===== src/rtl/shreg_pkg.sv =====
package shreg_pkg;
  typedef enum logic [1:0] {
    OP_HOLD  = 2'd0,
    OP_SHIFT = 2'd1,
    OP_LOAD  = 2'd2
  } shreg_op_e;
endpackage


===== src/rtl/shreg_op_decode.sv =====
module shreg_op_decode
  import shreg_pkg::*;
(
  input  logic      load_en,
  input  logic      shift_en,
  output shreg_op_e op
);
  // Load is tested first, so it wins over shift
  always_comb begin
    if (load_en)       op = OP_LOAD;
    else if (shift_en) op = OP_SHIFT;
    else               op = OP_HOLD;
  end
endmodule


===== src/rtl/shreg_cell.sv =====
module shreg_cell
  import shreg_pkg::*;
(
  input  logic      clk,
  input  logic      rst_n,
  input  shreg_op_e op,
  input  logic      par_bit,
  input  logic      chain_bit,
  output logic      q
);
  always_ff @(posedge clk or negedge rst_n) begin
    if (!rst_n) begin
      q <= 1'b0;
    end else begin
      case (op)
        OP_LOAD:  q <= par_bit;
        OP_SHIFT: q <= chain_bit;
        default:  q <= q;
      endcase
    end
  end
endmodule


===== src/rtl/shreg_chainable.sv =====
module shreg_chainable
  import shreg_pkg::*;
#(
  parameter int WIDTH = 5
) (
  input  logic             clk,
  input  logic             rst_n,
  input  logic             load_en,
  input  logic             shift_en,
  input  logic [WIDTH-1:0] par_in,
  input  logic             ser_in,
  output logic             ser_out,
  output logic [WIDTH-1:0] par_out
);
  localparam int MSB = WIDTH - 1;

  shreg_op_e        op;
  logic [WIDTH-1:0] bits_q;
  logic [WIDTH-1:0] chain_in;

  shreg_op_decode u_decode (
    .load_en  (load_en),
    .shift_en (shift_en),
    .op       (op)
  );

  for (genvar i = 0; i < WIDTH; i++) begin : g_bit
    if (i == MSB) begin : g_top
      assign chain_in[i] = ser_in;
    end else begin : g_inner
      assign chain_in[i] = bits_q[i+1];
    end

    shreg_cell u_cell (
      .clk       (clk),
      .rst_n     (rst_n),
      .op        (op),
      .par_bit   (par_in[i]),
      .chain_bit (chain_in[i]),
      .q         (bits_q[i])
    );
  end

  assign par_out = bits_q;
  assign ser_out = bits_q[0];

  AST_RESET_CLEAR: assert property (@(posedge clk)
    !rst_n |-> (par_out == '0 && ser_out == 1'b0));

  AST_LOAD_WINS: assert property (@(posedge clk) disable iff (!rst_n)
    load_en |=> par_out == $past(par_in));

  AST_SHIFT_RIGHT: assert property (@(posedge clk) disable iff (!rst_n)
    (!load_en && shift_en) |=> par_out == {$past(ser_in), $past(par_out[MSB:1])});

  AST_HOLD_IDLE: assert property (@(posedge clk) disable iff (!rst_n)
    (!load_en && !shift_en) |=> $stable(par_out));

  AST_TAP_FOLLOWS: assert property (@(posedge clk) disable iff (!rst_n)
    (!load_en && shift_en) |=> ser_out == $past(par_out[1 % WIDTH]) || WIDTH == 1);
endmodule


===== config.mk =====
export PLATFORM = sky130hd
export DESIGN_NAME = shreg_chainable
export DESIGN_NICKNAME = d
export VERILOG_FILES = /design/src/rtl/shreg_pkg.sv /design/src/rtl/shreg_op_decode.sv /design/src/rtl/shreg_cell.sv /design/src/rtl/shreg_chainable.sv
export SDC_FILE = /design/constraint.sdc
export NUM_CORES = 1
export LEC_CHECK = 0
export BUFFER_PORTS_ARGS = -buffer_cell sky130_fd_sc_hd__buf_2
export CAP_MARGIN = 0
export CORE_AREA = 2 2 39 41
export DETAILED_ROUTE_END_ITERATION = 16
export DIE_AREA = 0 0 41 43
export HOLD_SLACK_MARGIN = 0.02
export PLACE_DENSITY_LB_ADDON = 0.1
export SLEW_MARGIN = 15
export SYNTH_ARGS = -nofsm -noshare
export SYNTH_HDL_FRONTEND = slang
export SYNTH_SLANG_ARGS = --single-unit

===== constraint.sdc =====
create_clock -name clk -period 0.8 [get_ports clk]
set_input_delay 0.16 -clock clk [delete_from_list [all_inputs] [get_ports clk]]
set_output_delay 0.16 -clock clk [all_outputs]
set_load 0.02 [all_outputs]

**Word level (Yosys, flattened, before mapping)**

Cells that the tools add are included.

- Bits in registers: 5
- Bits in latches: 0
- RAM bits: 0
- ROM bits: 0
- Bits of input ports: 10
- Output and inout bits: 6
- Logic and storage cells: 15
- Memories kept: 0

- Add/subtract/negate cells: 0
- Multiply operators: 0
- Div/mod/pow operators: 0
- Magnitude comparators: 0
- Equal/unequal tests: 2
- Shift operators: 0
- Multiplexer cells: 7
- Bitwise logic cells: 0
- Reduce and logical (&&, ||, !) cells: 1

Operator list:

| operator | number |
|---|---|
| case mux 1 bit (2 select lines) | 5 |
| equality test 2 x 1 -> 1 bit (second input constant) | 1 |
| equality test 2 bit (second input constant) | 1 |
| 2-to-1 mux 2 bit | 1 |
| nonzero test 2 bit | 1 |
| 2-to-1 mux 1 bit | 1 |

**Depth between registers and ports, before layout**

Gate-level depths: netlist of the first run.

- Depth after elaboration: 4
- Mapped depth: 3
- Mapped depth without buffers: 2

**Cells and area by module**

A second synthesis of the first run with hierarchy kept.

- Cells, all modules: 33
- Area total of the unflattened synthesis: 329.1 µm²

By module, submodules not included:

| module | instances | cells an instance | area each (µm²) | sequential area each (µm²) |
|---|---|---|---|---|
| shreg_cell | 5 | 6 | 60.1 | 25.0 |
| shreg_op_decode | 1 | 2 | 21.3 | 0.0 |
| shreg_chainable | 1 | 1 | 7.5 | 0.0 |

**Worst setup path after synthesis of the first run**

OpenSTA, ideal clock, no wires.

- Kind: register to output
- Start: register g_bit[0].u_cell.q
- End: output port par_out[0]
- Arrival time: 0.625 ns
- Data required time: 0.640 ns
- Path slack: 0.015 ns
- Cell stages (with the launch flop): 2
- Path buffers: 1
- Cells stage by stage: dfrtp_1 > buf_4

RTL lines:

| element | RTL line | source |
|---|---|---|
| from (decl) | shreg_cell.sv:9 | `output logic q` |
| from (signal assigned) | shreg_cell.sv:16 | `OP_LOAD: q <= par_bit;` |
| from (signal assigned) | shreg_cell.sv:17 | `OP_SHIFT: q <= chain_bit;` |
| from (signal assigned) | shreg_cell.sv:18 | `default: q <= q;` |
| to (decl) | shreg_chainable.sv:13 | `output logic [WIDTH-1:0] par_out` |

No word-level cell between the ends.

**Worst setup path in the final report of the first run**

- Start: register g_bit[0].u_cell.q
- End: output port ser_out

RTL lines:

| element | RTL line | source |
|---|---|---|
| to (decl) | shreg_chainable.sv:12 | `output logic ser_out,` |

No word-level cell between the ends.

==> results of run 1 <==
-- final timing paths --
kind	from	end	slack, ns	cells past startpoint
hold / removal	par_in[3]	g_bit[3].u_cell.q$_DFFE_PN0P_	0.14	3
min in group asynchronous	rst_n	g_bit[3].u_cell.q$_DFFE_PN0P_	0.27	2
hold reg to reg	g_bit[4].u_cell.q$_DFFE_PN0P_	g_bit[3].u_cell.q$_DFFE_PN0P_	0.68	3
max in group asynchronous	rst_n	g_bit[1].u_cell.q$_DFFE_PN0P_	0.39	2
setup / recovery	g_bit[0].u_cell.q$_DFFE_PN0P_	ser_out	-0.15	1
setup reg to reg	g_bit[0].u_cell.q$_DFFE_PN0P_	g_bit[0].u_cell.q$_DFFE_PN0P_	-0.08	3
-- final cells by class --
| type | count | share of cell area |
|---|---|---|
| Clock buffer | 4 | 0.0602 |
| Multi-Input combinational cell | 15 | 0.215 |
| Sequential cell | 5 | 0.287 |
| Tap cell | 16 | 0.0458 |
| Timing Repair Buffer | 21 | 0.393 |
-- metrics by stage --
stage	TNS (ns)	utilization	cells	instance area [sq um]	hold WS (ns)
floorplan	0	-	27	273	-0.136
global placement	0	0.227	51	314	-0.0161
detailed placement	0	0.227	51	314	-0.0199
CTS	-1.08	0.305	61	422	0.128
global route	-1.49	0.316	61	437	0.135
finish	-1.02	0.316	61	437	0.137
-- cells in the final DEF, fill, tap and decap left out --
master and instances:
buf_2 9, buf_6 9, mux2i_1 5, nand2_1 5, o21ai_1 5, dfrtp_1 5
clkbuf_4 3, buf_4 2, clkbuf_1 1, dlygate4sd3_1 1
-- logic make-up (layout without fill, tap and decap cells) --
group | Yosys count | in the layout | share of synthesized area
simple gates | 5 | 5 | 0.0688
flops | 5 | 5 | 0.459
compound gates | 5 | 5 | 0.0917
buf+inv | 7 | 25 | 0.197
mux | 5 | 5 | 0.183
-- per-layer routing --
layer | up-vias | global-route usage | part of all wire
li1 | 121 | - | -
met1 | 107 | 0.0814 | 0.43
met2 | 10 | 0.109 | 0.48
met3 | 0 | 0.0524 | 0.085
met4 | 0 | 0.100 | 0
met5 | - | 0 | 0
-- where the power goes --
part / internal, mW / total [mW] / switching, mW
logic: 0.139 / 0.240 / 0.101
registers: 0.280 / 0.303 / 0.0227
clock network: 0.188 / 0.285 / 0.0969
-- cells in the mapped netlist (all sizes together) --
cell type	instances	share of area
mux2i	5	0.18
nand2	5	0.069
o21ai	5	0.092
dfrtp	5	0.46
buf	6	0.18
clkbuf	1	0.018
-- timing repair --
action                                  in CTS  in global routing
gates resized for setup                     11                  4
setup buffers                                5                  0
endpoints found under the setup margin       6                 11
pin swaps                                    0                  3
endpoints found under the hold margin        5                  0
hold buffers                                 1                  0
==> metrics.md, run 1 <==
| Metric | Value |
|---|---|
| Outcome | finished with violations |
| Failing checks | negative setup slack |
| Crit path buffers/inverters | 1 |
| Max-cap violation count | 0 |
| Net count after synthesis | 37 |
| Max-slew violations | 0 |
| Critical path class | flip-flop to primary output |
| Leakage | 0.227 nW |
| Count of cell types in the netlist | 7 |
| Peak supply drop | 0.000390 V |
| Crit-path slowest cell | dfrtp_1 |
| Die area | 1760 sq um |
| RSZ-0062 raised after global routing | true |
| CP delay by family, top | flip-flops |
| N_diodes | 0 |
| Port buffer count | 15 |
| Die Wd | 41 um |
| Depth of the CTS H-tree | 1 |
| Setup crit end kind | primary output |
| Worst Skew | 0.00208 ns |
| Fmax | 1050 MHz |
| Relative slew slack | 0.902 |
| Crit path max fanout | 3 |
| # setup viols final | 11 |
| Slew @ Worst Pin | 0.143 ns |
| Slowest stage delay, CP | 0.41 ns |
| Clk slew on worst S/H paths | 0.04 ns |
| Worst-path cell chain | buf_6 |
| CTS Sinks | 5 |
| Clock tree from TritonCTS | done |
| Worst skew pair latency | 0.24 ns |
| Syn. warnings | 0 |
| Fraction of layout cells with a size suffix above 1 | 0.511 |
| Final #Nets | 56 |
| I/O pin cnt | 16 |
| Grt ovf | 0 |
| Core area | 1380 sq um |
| Initial Util | 0.197 |
| DR pass1 iterations | 4 |
| Reg area | 125 sq um |
| Multi-input gate area | 93.8 sq um |
| WP data arrival | 0.79 ns |
| CP required | 0.64 ns |
| Top Registers | g_bit.u_cell.q (5) |
| Final Total Pwr | 828 uW |
| Global placer's final weighted congestion | 0.668 |
| Fill count | 150 |
| Seq/Total Area, Yosys | 0.459 |
| Clk Tree Root Cell | clkbuf_4 |
| Power Dens Cells | 1900 nW/um^2 |
| DRC errors left | 0 |
| Largest net degree at the start of global routing | 11 |
| Detailed placer's ending HPWL | 461 um |
| Worst Slack Setup Final | -0.149 ns |
| DR vias/cell | 3.90 |
| Total CTS buffers | 3 |
| Clock tree buffer depth | 2 |
| Syn_area_per_cell | 10.1 sq um |
| Setup crit start kind | flip-flop |
| Starting DRT DRC Count | 5 |
| Min-delay worst type | input port to flip-flop |
| Mapped Cells | 27 |
| Gr usage total | 0.0857 |
| DR WL/cell | 9.62 um |
| Routed WL | 587 um |
| Antenna violations before repair | 0 |
| Site Rows | 14 |
| First-pass GRT wire length | 903 um |
| Cell Area, Synth | 273 sq um |
| Vias in the first global route | 235 |
| Final period utilization | 1.19 |
| Final hold vios | 0 |
| Area Overhead vs Synth | 60.1% |
| Largest Register | g_bit.u_cell.q |
| Min cycle time layout | 0.949 ns |
| Max reg flops | 5 |
| Routed vias | 238 |
| ANT nets after route | 0 |
| Place WS | 0.0453 ns |
| Synth Register Bits | 5 |
| Die Y-Extent | 43 um |
(Power assumes the default switching activity.)
==> inputs of run 2 (changes only) <==
- REMOVE_ABC_BUFFERS: unset -> 1
==> metrics.md, run 2 (synthesized netlist as in run 1, its figures left out) <==
| Metric | Value |
|---|---|
| Outcome | finished with violations |
| Failing checks | negative setup slack |
| Starting DRT DRC Count | 2 (-3) |
| N_diodes | 0 (unchanged) |
| Critical Path Source | g_bit[0].u_cell.q$_DFFE_PN0P_ |
| Non-Filler Instances | 60 (-1.6%) |
| Total CTS buffers | 3 (unchanged) |
| Clk slew on worst S/H paths | 0.04 ns (about the same) |
| Reg area | 125 sq um (unchanged) |
| Place WS | 0.0522 ns (+0.00696 ns) |
| Min cycle time layout | 0.949 ns (-0.000394 ns) |
| Routed vias | 226 (-5.0%) |
| Max-cap violation count | 0 (unchanged) |
| Final #Nets | 55 (-1.8%) |
| Max-slew violations | 0 (unchanged) |
| Setup crit start kind | flip-flop |
| WP data arrival | 0.79 ns (about the same) |
| Routed WL | 611 um (+4.1%) |
| CP required | 0.64 ns (about the same) |
| Most frequent cells in the layout | 9 x buf_2, 9 x buf_6, 5 x nand2_1, 5 x o21ai_1, 5 x dfrtp_1 |
| Net Sw Frac | 0.277 (+0.00961) |
| Die Wd | 41 um (unchanged) |
| DR pass1 iterations | 2 (-2) |
| Fraction of layout cells with a size suffix above 1 | 0.523 (+0.0116) |
| Clock tree buffer depth | 2 (unchanged) |
| ANT nets after route | 0 (unchanged) |
| Die area | 1760 sq um (unchanged) |
| # setup viols final | 11 (unchanged) |
| Core area | 1380 sq um (unchanged) |
| Initial Util | 0.197 (unchanged) |
| Site Rows | 14 (unchanged) |
| Vias in the first global route | 202 (-14%) |
| I/O pin cnt | 16 (unchanged) |
| Worst Slack Setup Final | -0.149 ns (+0.000394 ns) |
| First-pass GRT wire length | 883 um (-2.2%) |
| Worst skew pair latency | 0.24 ns (about the same) |
| Port buffer count | 15 (unchanged) |
| Crit-path slowest cell | dfrtp_1 |
| Power Internal | 604 uW (-0.48%) |
| Leakage | 0.220 nW (-3.0%) |
| Min-delay worst type | input port to flip-flop |
| Crit path buffers/inverters | 1 (unchanged) |
| Largest net degree at the start of global routing | 11 (unchanged) |
| Largest Register | g_bit.u_cell.q |
| Dpl cells | 51 (unchanged) |
| Gr usage total | 0.0796 (-0.00613) |
| Crit. path cell count | 1 (unchanged) |
| Die Y-Extent | 43 um (unchanged) |
| Fmax | 1050 MHz (about the same) |
| Setup crit end kind | primary output |
| Clock tree from TritonCTS | done |
| Worst Skew | 0.0000885 ns (-0.00199 ns) |
| Reg power frac | 0.364 (about the same) |
| Critical path class | flip-flop to primary output |
| Max reg flops | 5 (unchanged) |
| Clock Power Share | 0.354 (+0.010) |
| RSZ-0062 raised after global routing | true |
| Reg2reg end | g_bit[3].u_cell.q$_DFFE_PN0P_ |
| Critical Path End | par_out[0] |
| Met3 Use GR | 0.0314 (-0.0209) |
| Depth of the CTS H-tree | 1 (unchanged) |
| Power Dens Cells | 1930 nW/um^2 (+1.7%) |
| Top Registers | g_bit.u_cell.q (5) |
| DRC errors left | 0 (unchanged) |
| Grt ovf | 0 (unchanged) |
| Sw power | 231 uW (+4.5%) |
| Antenna violations before repair | 0 (unchanged) |
| Global placer's final weighted congestion | 0.659 (-1.3%) |
| Combinational fraction of design power | 0.283 (-0.007) |
| Crit path max fanout | 3 (unchanged) |
| DR WL/cell | 10.2 um (+5.8%) |
| Met2 global-route usage | 0.0938 (-0.0156) |
| FF-to-FF setup slack | -0.06 ns (+0.02 ns) |
| CTS Sinks | 5 (unchanged) |
| Met1 Use GR | 0.110 (+0.0290) |
| FF-to-FF Start | g_bit[3].u_cell.q$_DFFE_PN0P_ |
| Fill count | 154 (+2.7%) |
| Busiest grt layer | met1 |
| CP delay by family, top | flip-flops |
| Slew @ Worst Pin | 0.133 ns (-0.00948 ns) |
| Multi-input gate area | 97.6 sq um (+4.0%) |
| Peak supply drop | 0.000507 V (+30%) |
| Slowest stage delay, CP | 0.40 ns (about the same) |
| R2R cell count | 3 (unchanged) |
| Final period utilization | 1.19 (about the same) |
| Relative slew slack | 0.909 (+0.00650) |
| Worst-path cell chain | buf_6 |
| Clk Tree Root Cell | clkbuf_4 |
| Final hold vios | 0 (unchanged) |
| Area Overhead vs Synth | 58.7% |
| DR vias/cell | 3.77 (-3.5%) |
[run 2: how the worst min path moves through the flow]
stage          slack (ns)       from  cells past startpoint                             to
5_1_grt              0.14  par_in[3]                      3  g_bit[3].u_cell.q$_DFFE_PN0P_
4_1_cts              0.13  par_in[1]                      3  g_bit[1].u_cell.q$_DFFE_PN0P_
3_5_place_dp        -0.01      rst_n                      1  g_bit[0].u_cell.q$_DFFE_PN0P_
2_1_floorplan       -0.14      rst_n                      0  g_bit[0].u_cell.q$_DFFE_PN0P_
3_3_place_gp        -0.01      rst_n                      1  g_bit[0].u_cell.q$_DFFE_PN0P_
6_report             0.13  par_in[1]                      3  g_bit[1].u_cell.q$_DFFE_PN0P_
[run 2: timing repair]
action	4_1_cts	5_1_grt
cloned	0	0
hold buffers	1	0
resized for setup	9	7
setup buffers	4	0
hold endpoints to repair	5	0
pin swaps	0	2
endpoints found under the setup margin	6	11
[run 2: area by class of cell]
| cell class | count | share of cell area |
|---|---|---|
| repair buffers | 20 | 0.379 |
| flip-flops and latches | 5 | 0.289 |
| multi-input cells | 15 | 0.225 |
| clock buffers | 4 | 0.0607 |
| well taps | 16 | 0.0462 |
[run 2: metal layers]
metal	vias to the layer above	part of all wire	wire, um
li1	121	-	-
met1	96	0.47	285
met2	9	0.45	274
met3	0	0.083	51
met4	0	0	0
met5	-	0	0
[run 2: power by group through the flow]
stage | sequential, mW | clock (mW) | combinational [mW]
2_1_floorplan | 0.340 | 0 | 0.0380
3_3_place_gp | 0.302 | 0 | 0.153
3_5_place_dp | 0.302 | 0 | 0.152
4_1_cts | 0.298 | 0.312 | 0.218
5_1_grt | 0.306 | 0.320 | 0.258
6_report | 0.304 | 0.295 | 0.236
[run 2: through the flow]
stage	total power [mW]	utilization	TNS (ns)	hold slack [ns]	area [sq um]
floorplan	0.378	-	-0.0618	-0.136	219
global placement	0.455	0.227	0	-0.0137	314
detailed placement	0.455	0.227	0	-0.0101	314
CTS	0.827	0.295	-1.00	0.126	408
global route	0.884	0.313	-1.41	0.143	433
finish	0.835	0.313	-1.01	0.134	433
